==> config.mk <==
export PLATFORM = sky130hd
export DESIGN_NAME = lfsr_vtg
export DESIGN_NICKNAME = d
export VERILOG_FILES = /design/src/rtl/vtg_pkg.sv /design/src/rtl/vtg_lfsr_ctr.sv /design/src/rtl/vtg_window.sv /design/src/rtl/vtg_datapath.sv /design/src/rtl/vtg_control.sv /design/src/rtl/lfsr_vtg.sv
export SDC_FILE = /design/constraint.sdc
export NUM_CORES = 1
export LEC_CHECK = 0
export ABC_CLOCK_PERIOD_IN_PS = 2430
export BUFFER_PORTS_ARGS = -buffer_cell sky130_fd_sc_hd__clkbuf_2
export CORE_UTILIZATION = 40
export CTS_CLUSTER_SIZE = 16
export DETAILED_ROUTE_END_ITERATION = 8
export HOLD_SLACK_MARGIN = 0.1
export PLACE_DENSITY_LB_ADDON = 0.05
export SYNTH_ARGS = -nofsm -noshare
export SYNTH_HDL_FRONTEND = slang
export SYNTH_SLANG_ARGS = --single-unit
==> constraint.sdc <==
create_clock -name pixClk -period 2.43 [get_ports pixClk]
set_clock_uncertainty 0.15 [all_clocks]
set_input_delay 0.486 -clock pixClk [delete_from_list [all_inputs] [get_ports pixClk]]
set_output_delay 0.486 -clock pixClk [all_outputs]
set_load 0.02 [all_outputs]
==> src/rtl/vtg_pkg.sv <==
`timescale 1ns/1ps
package vtg_pkg;

  typedef enum logic [1:0] {
    BLANK_OFF   = 2'b00,
    BLANK_VIDEO = 2'b01,
    BLANK_PD_A  = 2'b10,
    BLANK_PD_B  = 2'b11
  } blankMode_e;

  // Strobes from control to the counter datapath
  typedef struct packed {
    logic hold;     // power-down: both counters at seed
    logic hReload;  // horizontal wrap
    logic vStep;    // vertical advance by one step
    logic vReload;  // vertical wrap
  } ctrStrobe_t;

  localparam int NUM_WIN   = 4;
  localparam int WIN_HSYNC = 0;
  localparam int WIN_HDISP = 1;
  localparam int WIN_VSYNC = 2;
  localparam int WIN_VDISP = 3;

endpackage

==> src/rtl/vtg_lfsr_ctr.sv <==
`timescale 1ns/1ps
module vtg_lfsr_ctr #(
  parameter int unsigned     W    = 16,
  parameter logic [W-1:0]    TAPS = 16'h8016
) (
  input  logic         clk,
  input  logic         rstN,
  input  logic         hold,
  input  logic         reload,
  input  logic         advance,
  output logic [W-1:0] state
);

  localparam logic [W-1:0] SEED = '1;

  logic feedback;
  assign feedback = ^(state & TAPS);

  always_ff @(posedge clk or negedge rstN) begin
    if (!rstN)               state <= SEED;
    else if (hold || reload) state <= SEED;
    else if (advance)        state <= {state[W-2:0], feedback};
  end

  AST_LFSR_NONZERO: assert property (@(posedge clk) disable iff (!rstN)
    state != '0) else $error("counter reached the lock-up state");

  AST_RELOAD_SEED: assert property (@(posedge clk) disable iff (!rstN)
    (hold || reload) |=> state == SEED) else $error("seed not reloaded");

  AST_IDLE_STABLE: assert property (@(posedge clk) disable iff (!rstN)
    (!hold && !reload && !advance) |=> $stable(state)) else $error("counter moved without a step");

endmodule

==> src/rtl/vtg_window.sv <==
`timescale 1ns/1ps
module vtg_window #(
  parameter int unsigned W = 16
) (
  input  logic         clk,
  input  logic         rstN,
  input  logic         clear,
  input  logic [W-1:0] state,
  input  logic [W-1:0] openAt,
  input  logic [W-1:0] closeAt,
  output logic         flagNext
);

  logic flag;

  // Open match wins over close match; flag holds between matches
  always_comb begin
    if (clear)                 flagNext = 1'b0;
    else if (state == openAt)  flagNext = 1'b1;
    else if (state == closeAt) flagNext = 1'b0;
    else                       flagNext = flag;
  end

  always_ff @(posedge clk or negedge rstN) begin
    if (!rstN) flag <= 1'b0;
    else       flag <= flagNext;
  end

endmodule

==> src/rtl/vtg_datapath.sv <==
`timescale 1ns/1ps
module vtg_datapath
  import vtg_pkg::*;
#(
  parameter int unsigned  W    = 16,
  parameter logic [W-1:0] TAPS = 16'h8016
) (
  input  logic         clk,
  input  logic         rstN,
  input  ctrStrobe_t   strobe,
  output logic [W-1:0] hState,
  output logic [W-1:0] vState
);

  localparam int NUM_AXIS = 2;

  logic [NUM_AXIS-1:0] axReload;
  logic [NUM_AXIS-1:0] axAdvance;
  logic [W-1:0]        axState [NUM_AXIS];

  assign axReload  = {strobe.vReload, strobe.hReload};
  assign axAdvance = {strobe.vStep, 1'b1};

  generate
    for (genvar a = 0; a < NUM_AXIS; a++) begin : g_axis
      vtg_lfsr_ctr #(.W(W), .TAPS(TAPS)) u_ctr (
        .clk     (clk),
        .rstN    (rstN),
        .hold    (strobe.hold),
        .reload  (axReload[a]),
        .advance (axAdvance[a]),
        .state   (axState[a])
      );
    end
  endgenerate

  assign hState = axState[0];
  assign vState = axState[1];

  AST_V_ONLY_AT_WRAP: assert property (@(posedge clk) disable iff (!rstN)
    (!strobe.hReload && !strobe.hold) |=> $stable(vState)) else $error("line counter moved mid-line");

endmodule

==> src/rtl/vtg_control.sv <==
`timescale 1ns/1ps
module vtg_control
  import vtg_pkg::*;
#(
  parameter int unsigned W = 16
) (
  input  logic         clk,
  input  logic         rstN,
  input  logic [W-1:0] hState,
  input  logic [W-1:0] vState,
  input  logic [W-1:0] hDispStart,
  input  logic [W-1:0] hDispEnd,
  input  logic [W-1:0] vDispStart,
  input  logic [W-1:0] vDispEnd,
  input  logic [W-1:0] hEndCount,
  input  logic [W-1:0] hSyncStart,
  input  logic [W-1:0] hSyncEnd,
  input  logic [W-1:0] vEndCount,
  input  logic [W-1:0] vSyncStart,
  input  logic [W-1:0] vSyncEnd,
  input  logic [1:0]   blankMode,
  output ctrStrobe_t   strobe,
  output logic         hsyncO,
  output logic         vsyncO,
  output logic         deO,
  output logic         frameStartO
);

  localparam logic [W-1:0] SEED = '1;

  logic powerDown, videoOn, hAtEnd, vAtEnd, atOrigin;
  assign powerDown = blankMode[1];
  assign videoOn   = (blankMode_e'(blankMode) == BLANK_OFF);
  assign hAtEnd    = (hState == hEndCount);
  assign vAtEnd    = (vState == vEndCount);
  assign atOrigin  = (hState == SEED) && (vState == SEED);

  always_comb begin
    strobe.hold    = powerDown;
    strobe.hReload = hAtEnd;
    strobe.vStep   = hAtEnd && !vAtEnd;
    strobe.vReload = hAtEnd && vAtEnd;
  end

  // Window table: which axis and which compare pair
  logic [W-1:0]       winState [NUM_WIN];
  logic [W-1:0]       winOpen  [NUM_WIN];
  logic [W-1:0]       winClose [NUM_WIN];
  logic [NUM_WIN-1:0] winNext;

  always_comb begin
    winState[WIN_HSYNC] = hState; winOpen[WIN_HSYNC] = hSyncStart; winClose[WIN_HSYNC] = hSyncEnd;
    winState[WIN_HDISP] = hState; winOpen[WIN_HDISP] = hDispStart; winClose[WIN_HDISP] = hDispEnd;
    winState[WIN_VSYNC] = vState; winOpen[WIN_VSYNC] = vSyncStart; winClose[WIN_VSYNC] = vSyncEnd;
    winState[WIN_VDISP] = vState; winOpen[WIN_VDISP] = vDispStart; winClose[WIN_VDISP] = vDispEnd;
  end

  generate
    for (genvar i = 0; i < NUM_WIN; i++) begin : g_win
      vtg_window #(.W(W)) u_win (
        .clk      (clk),
        .rstN     (rstN),
        .clear    (powerDown),
        .state    (winState[i]),
        .openAt   (winOpen[i]),
        .closeAt  (winClose[i]),
        .flagNext (winNext[i])
      );
    end
  endgenerate

  always_ff @(posedge clk or negedge rstN) begin
    if (!rstN) begin
      hsyncO      <= 1'b0;
      vsyncO      <= 1'b0;
      deO         <= 1'b0;
      frameStartO <= 1'b0;
    end else begin
      hsyncO      <= winNext[WIN_HSYNC];
      vsyncO      <= winNext[WIN_VSYNC];
      deO         <= videoOn && winNext[WIN_HDISP] && winNext[WIN_VDISP];
      frameStartO <= !powerDown && atOrigin;
    end
  end

  AST_PD_QUIET: assert property (@(posedge clk) disable iff (!rstN)
    strobe.hold |=> (!hsyncO && !vsyncO && !deO && !frameStartO)) else $error("output active in power-down");

  AST_DE_NEEDS_VIDEO: assert property (@(posedge clk) disable iff (!rstN)
    deO |-> ($past(blankMode) == 2'b00)) else $error("data enable while blanked");

endmodule

==> src/rtl/lfsr_vtg.sv <==
`timescale 1ns/1ps
module lfsr_vtg
  import vtg_pkg::*;
#(
  parameter int unsigned  W    = 16,
  parameter logic [W-1:0] TAPS = 16'h8016
) (
  input  logic         pixClk,
  input  logic         rstN,
  input  logic [W-1:0] hDispStartLfsr,
  input  logic [W-1:0] hDispEndLfsr,
  input  logic [W-1:0] vDispStartLfsr,
  input  logic [W-1:0] vDispEndLfsr,
  input  logic [W-1:0] hEndCountLfsr,
  input  logic [W-1:0] hSyncStartLfsr,
  input  logic [W-1:0] hSyncEndLfsr,
  input  logic [W-1:0] vEndCountLfsr,
  input  logic [W-1:0] vSyncStartLfsr,
  input  logic [W-1:0] vSyncEndLfsr,
  input  logic [1:0]   blankMode,
  output logic         hsyncO,
  output logic         vsyncO,
  output logic         deO,
  output logic         frameStartO
);

  ctrStrobe_t   strobe;
  logic [W-1:0] hState;
  logic [W-1:0] vState;

  vtg_control #(.W(W)) u_control (
    .clk         (pixClk),
    .rstN        (rstN),
    .hState      (hState),
    .vState      (vState),
    .hDispStart  (hDispStartLfsr),
    .hDispEnd    (hDispEndLfsr),
    .vDispStart  (vDispStartLfsr),
    .vDispEnd    (vDispEndLfsr),
    .hEndCount   (hEndCountLfsr),
    .hSyncStart  (hSyncStartLfsr),
    .hSyncEnd    (hSyncEndLfsr),
    .vEndCount   (vEndCountLfsr),
    .vSyncStart  (vSyncStartLfsr),
    .vSyncEnd    (vSyncEndLfsr),
    .blankMode   (blankMode),
    .strobe      (strobe),
    .hsyncO      (hsyncO),
    .vsyncO      (vsyncO),
    .deO         (deO),
    .frameStartO (frameStartO)
  );

  vtg_datapath #(.W(W), .TAPS(TAPS)) u_datapath (
    .clk    (pixClk),
    .rstN   (rstN),
    .strobe (strobe),
    .hState (hState),
    .vState (vState)
  );

endmodule

-- Word level (Yosys, flattened, before mapping)
Index checks and enable logic that the tools add are counted.
- register bits after elaboration: 38
- input bits: 164
- word-level logic and storage cells: 51
- output and inout bits: 4
- reduce and logical (&&, ||, !) cells: 16
- multiplexer cells: 15
- equal/unequal tests: 12
- operator list (operator ; count):
    equality test 16 bit ; 10
    two-way mux 16 bit ; 3
    equality test 16 bit, second input constant ; 2
    XOR reduction 16 bit ; 2
    two-way mux 1 bit ; 12
    logical AND 1 bit ; 6
    nonzero test 3 bit ; 2
    zero test 1 bit ; 2
    zero test 2 bit ; 1
    logical OR 1 bit ; 2
    nonzero test 2 bit ; 1

-- Logic depth before layout (Yosys ltp)
- depth after elaboration: 6
- mapped depth: 7
- gate-level depth less buffers: 5

-- Cells and area by module
Synthesis repeated with hierarchy kept, for this count alone.
- cell total of the unflattened synthesis: 361
- area, all modules: 3550.9 µm²
- by module, submodules not included (module ; times used ; area an instance (µm²) ; sequential area each (µm²) ; cells an instance):
    vtg_window ; 4 ; 396.6 ; 25.0 ; 46
    vtg_lfsr_ctr ; 2 ; 699.4 ; 420.4 ; 55
    vtg_control ; 1 ; 561.8 ; 100.1 ; 66
    vtg_datapath ; 1 ; 3.8 ; 0.0 ; 1

-- Worst setup path after synthesis
No wires, ideal clock.
- path type: register to register
- start: register u_datapath.g_axis[0].u_ctr.state[15]
- end: register u_datapath.g_axis[1].u_ctr.state[10]
- arrival time: 1.679 ns
- path slack: 0.522 ns
- cell stages (with the launch flop): 8
- path through: dfstp_2 buf_2 xor2_1 nor4_2 nand4_2 nor2_4 buf_12 a2bb2oi_2
- cells in the longest elaborated chain, start to end: 4
- elaborated cells between the ends (all ways): 6
- RTL lines (element ; RTL line ; text):
    from (decl) ; vtg_lfsr_ctr.sv:11 ; output logic [W-1:0] state
    from (signal assigned) ; vtg_lfsr_ctr.sv:22 ; else if (advance) state <= {state[W-2:0], feedback};
    equality test 16 bit * ; vtg_control.sv:34 ; assign hAtEnd = (hState == hEndCount);
    logical AND 1 bit ; vtg_control.sv:42 ; strobe.vReload = hAtEnd && vAtEnd;
    logical OR 1 bit ; vtg_lfsr_ctr.sv:21 ; else if (hold || reload) state <= SEED;
    two-way mux 16 bit or nonzero test 2 bit (tied branches) ; - ;
    to (signal assigned) ; vtg_lfsr_ctr.sv:22 ;
    to (decl) ; vtg_lfsr_ctr.sv:11 ;
Every way passes the cells marked *; elsewhere a longest branch is shown, timed or not.
A chain may end at the register's enable or synchronous reset.

-- Final worst setup path
- start: register u_datapath.g_axis[0].u_ctr.state[14]
- end: register u_datapath.g_axis[1].u_ctr.state[3]
Same word-level chain as after synthesis.

==> out/metrics.csv <==
stage;metric;value;unit
cells_and_area;share of layout cells above drive strength 1;0.4925;
timing;unrepaired setup endpoints after global routing;false;
clocking;hold buffers post-CTS;1;
logic_synthesis;Syn Std Cell Area;3576;µm²
timing;Worst Tran Pin Value;714.8;ps
floorplan;initial core utilization;0.4121;
clocking;H-Tree Depth;2;
floorplan;die width;96.55;µm
clocking;post-cts resize count;0;
detailed_routing;Routed Wire Length;11090;µm
cells_and_area;# fillers;847;
global_route;first-pass GRT wire length;16530;µm
placement;count of input and output buffers;167;
clocking;CTS tree;done;
power;Worst VDD drop;0.1922;mV
logic_synthesis;register area share after synthesis;0.2771;
clocking;Sink Count;38;
detailed_routing;routed wire length per instance;17.37;µm
global_route;GR Overflow Total;0;
cells_and_area;Final #Nets;693;
detailed_routing;drt drc;0;
cells_and_area;commonest non-fill, non-tap cell in the layout;clkbuf_2;
placement;GPL Wtd Cong;0.8546;
power;PD cells;323.8;nW/µm²
floorplan;area of the die;9322;µm²
status;status;complete, no violations;
cells_and_area;P&R area growth vs syn;28.83;%
timing;Rel. slew slack;0.5235;
cells_and_area;Final Util;0.5309;
setup_path;crit-path max cell delay;650;ps
logic_synthesis;YS warnings;0;
detailed_routing;Routed Antenna Nets;0;
logic_synthesis;Post-synth ARST share;1.000;
timing;final hold vios;0;
floorplan;die span in y;96.55;µm
logic_synthesis;register bit total from synthesis;38;
global_route;largest net degree at the start of global routing;28;
timing;final slew viol count;0;
setup_path;CP endpoint kind;register;
setup_path;setup slack, reg-to-reg;240;ps
setup_path;CP required;2480;ps
logic_synthesis;syn nets;528;
placement;pre-CTS setup slack;163.4;ps
global_route;initial antenna violation count;0;
cells_and_area;fin cells;638;
logic_synthesis;EDFF count, synth;0;
clocking;CTS buffer count;5;
global_route;vias in the first global route;3140;
worst_hold_path;hold crit path type;input pin to register;
timing;min Tclk post-route;2188;ps
logic_synthesis;Syn Area/Cell;9.824;µm²
floorplan;Core Area;8678;µm²
setup_path;Crit Path Class;register to register;
power;Static Leak;0.001910;µW
cells_and_area;most frequent cells in the layout;clkbuf_2 (167), xor2_1 (84), xnor2_1 (82);
logic_synthesis;dominant synthesized flop cell;dfstp_2;
floorplan;IO Count;168;
timing;Tcrit/Tclk final;0.9005;
clocking;worst-skew pair later-pin latency;290;ps
clocking;clock tree buffer depth;2;
global_route;Total Routing Usage GR;0.2448;
logic_synthesis;Cells after Synth;364;
setup_path;CP max FO;16;
placement;Post-Place Cells;629;
timing;PnR worst setup slack;241.7;ps
timing;final number of setup-violating endpoints;0;
floorplan;std cell rows;34;
timing;fmax;0.4570;GHz
clocking;Reg clk slew, reported paths;70;ps
placement;hpwl dp;9030;µm
detailed_routing;DR iter-0 viols;94;
clocking;setup bufs post-CTS;0;
job;Max-cap violations;0;
power;Overall Power;1492;µW
setup_path;Worst setup SP type;register;
detailed_routing;Via density;4.991;
timing;final setup TNS;0;ps
cells_and_area;diode count;0;
setup_path;CP cell instances;xor2_1 > nor4_2 > nand4_2 > nor2_4 > a2bb2oi_1;
detailed_routing;vias post-DR;3184;
setup_path;data arrival time of the worst path;2240;ps
detailed_routing;DRT Pass-1 Iters;4;
setup_path;slowest stage cell, crit path;dfstp_2;
clocking;clock root cell;clkbuf_8;
logic_synthesis;count of different cell masters after synthesis;28;
-- worst paths after layout --
check / cells past startpoint / end / startpoint
setup / recovery: 5 / u_datapath.g_axis[1].u_ctr.state[3] / u_datapath.g_axis[0].u_ctr.state[14]
hold / removal: 2 / u_control.deO / blankMode[0]
setup reg to reg: 5 / u_datapath.g_axis[1].u_ctr.state[3] / u_datapath.g_axis[0].u_ctr.state[14]
hold reg to reg: 2 / u_control.hsyncO / u_control.hsyncO
max in group asynchronous: 3 / u_datapath.g_axis[0].u_ctr.state[7] / rstN
min in group asynchronous: 2 / u_control.hsyncO / rstN
-- sequential cells by signal (all words and copies together) (netlist names) --
register / count
u_control.vsyncO: 1
u_control.frameStartO: 1
u_datapath.g_axis.u_ctr.state: 32
u_control.hsyncO: 1
u_control.g_win.u_win.flag: 2
u_control.deO: 1
-- per-layer routing --
metal	up-vias	wire length [µm]	share of wire	track usage
met4	0	189	0.017	0.06985
met1	1539	5410	0.49	0.3653
li1	1552	-	-	-
met3	15	358	0.032	0.02739
met2	78	5127	0.46	0.3703
met5	-	0	0	0
-- cells in the mapped netlist, types with 2 or more instances --
| library cell | instances | area share |
|---|---|---|
| nand2_1 | 2 | 0.0021 |
| nand2b_1 | 6 | 0.010 |
| nor4_1 | 19 | 0.033 |
| dfrtp_1 | 6 | 0.042 |
| buf_6 | 5 | 0.016 |
| nor4_2 | 5 | 0.017 |
| clkbuf_1 | 2 | 0.0021 |
| dfstp_2 | 32 | 0.24 |
| a2bb2oi_2 | 10 | 0.042 |
| nor3_1 | 3 | 0.0042 |
| buf_2 | 28 | 0.039 |
| xor2_1 | 84 | 0.21 |
| nor2_1 | 19 | 0.020 |
| buf_12 | 2 | 0.011 |
| nand3_1 | 2 | 0.0028 |
| xnor2_1 | 82 | 0.20 |
| nand2b_2 | 9 | 0.022 |
| a2bb2oi_1 | 6 | 0.015 |
| nand4_1 | 30 | 0.052 |
| a21oi_1 | 3 | 0.0042 |
| or4_1 | 2 | 0.0042 |
-- critical path: cells and delay by family, from the launching register on --
family / cells / cell delay, ps
flops: 1 / 650
compound gates: 1 / 150
simple gates: 3 / 1030
xor+xnor: 1 / 120
-- kinds of logic (layout without fill, tap and decap cells) --
logic type	Yosys count	after routing	share of synthesized area
AO/OA/AOI/OAI	20	20	0.06368
XOR/XNOR	166	166	0.4066
buffers and inverters	38	204	0.06928
flip-flops	38	38	0.2771
AND/OR/NAND/NOR	102	102	0.1833
-- per-stage QoR --
step                      hold slack (ps)  area [µm²]
final                               187.4        4607
after global placement              352.5        4506
after global routing                190.4        4607
after detailed placement            367.7        4506
after floorplan                     40.41        3576
after CTS                           183.5        4607
-- cell type report --
| cell class | count | area, µm² | area share |
|---|---|---|---|
| multi-input combinational | 288 | 2337 | 0.5073 |
| timing repair buffer | 195 | 1049 | 0.2276 |
| sequential | 38 | 991.0 | 0.2151 |
| tap | 108 | 135.1 | 0.02933 |
| clock buffer | 7 | 86.33 | 0.01874 |
| clock inverter | 1 | 5.005 | 0.001086 |
| inverter | 1 | 3.754 | 0.0008148 |
-- power by group --
part | leakage (µW) | total, µW | internal, µW | switching (µW)
combinational | 0.00144 | 387 | 212 | 175
sequential | 0.000420 | 652 | 645 | 6.96
clock | 0.0000482 | 453 | 229 | 224
total | 0.00191 | 1490 | 1090 | 406
(Power assumes the default switching activity.)
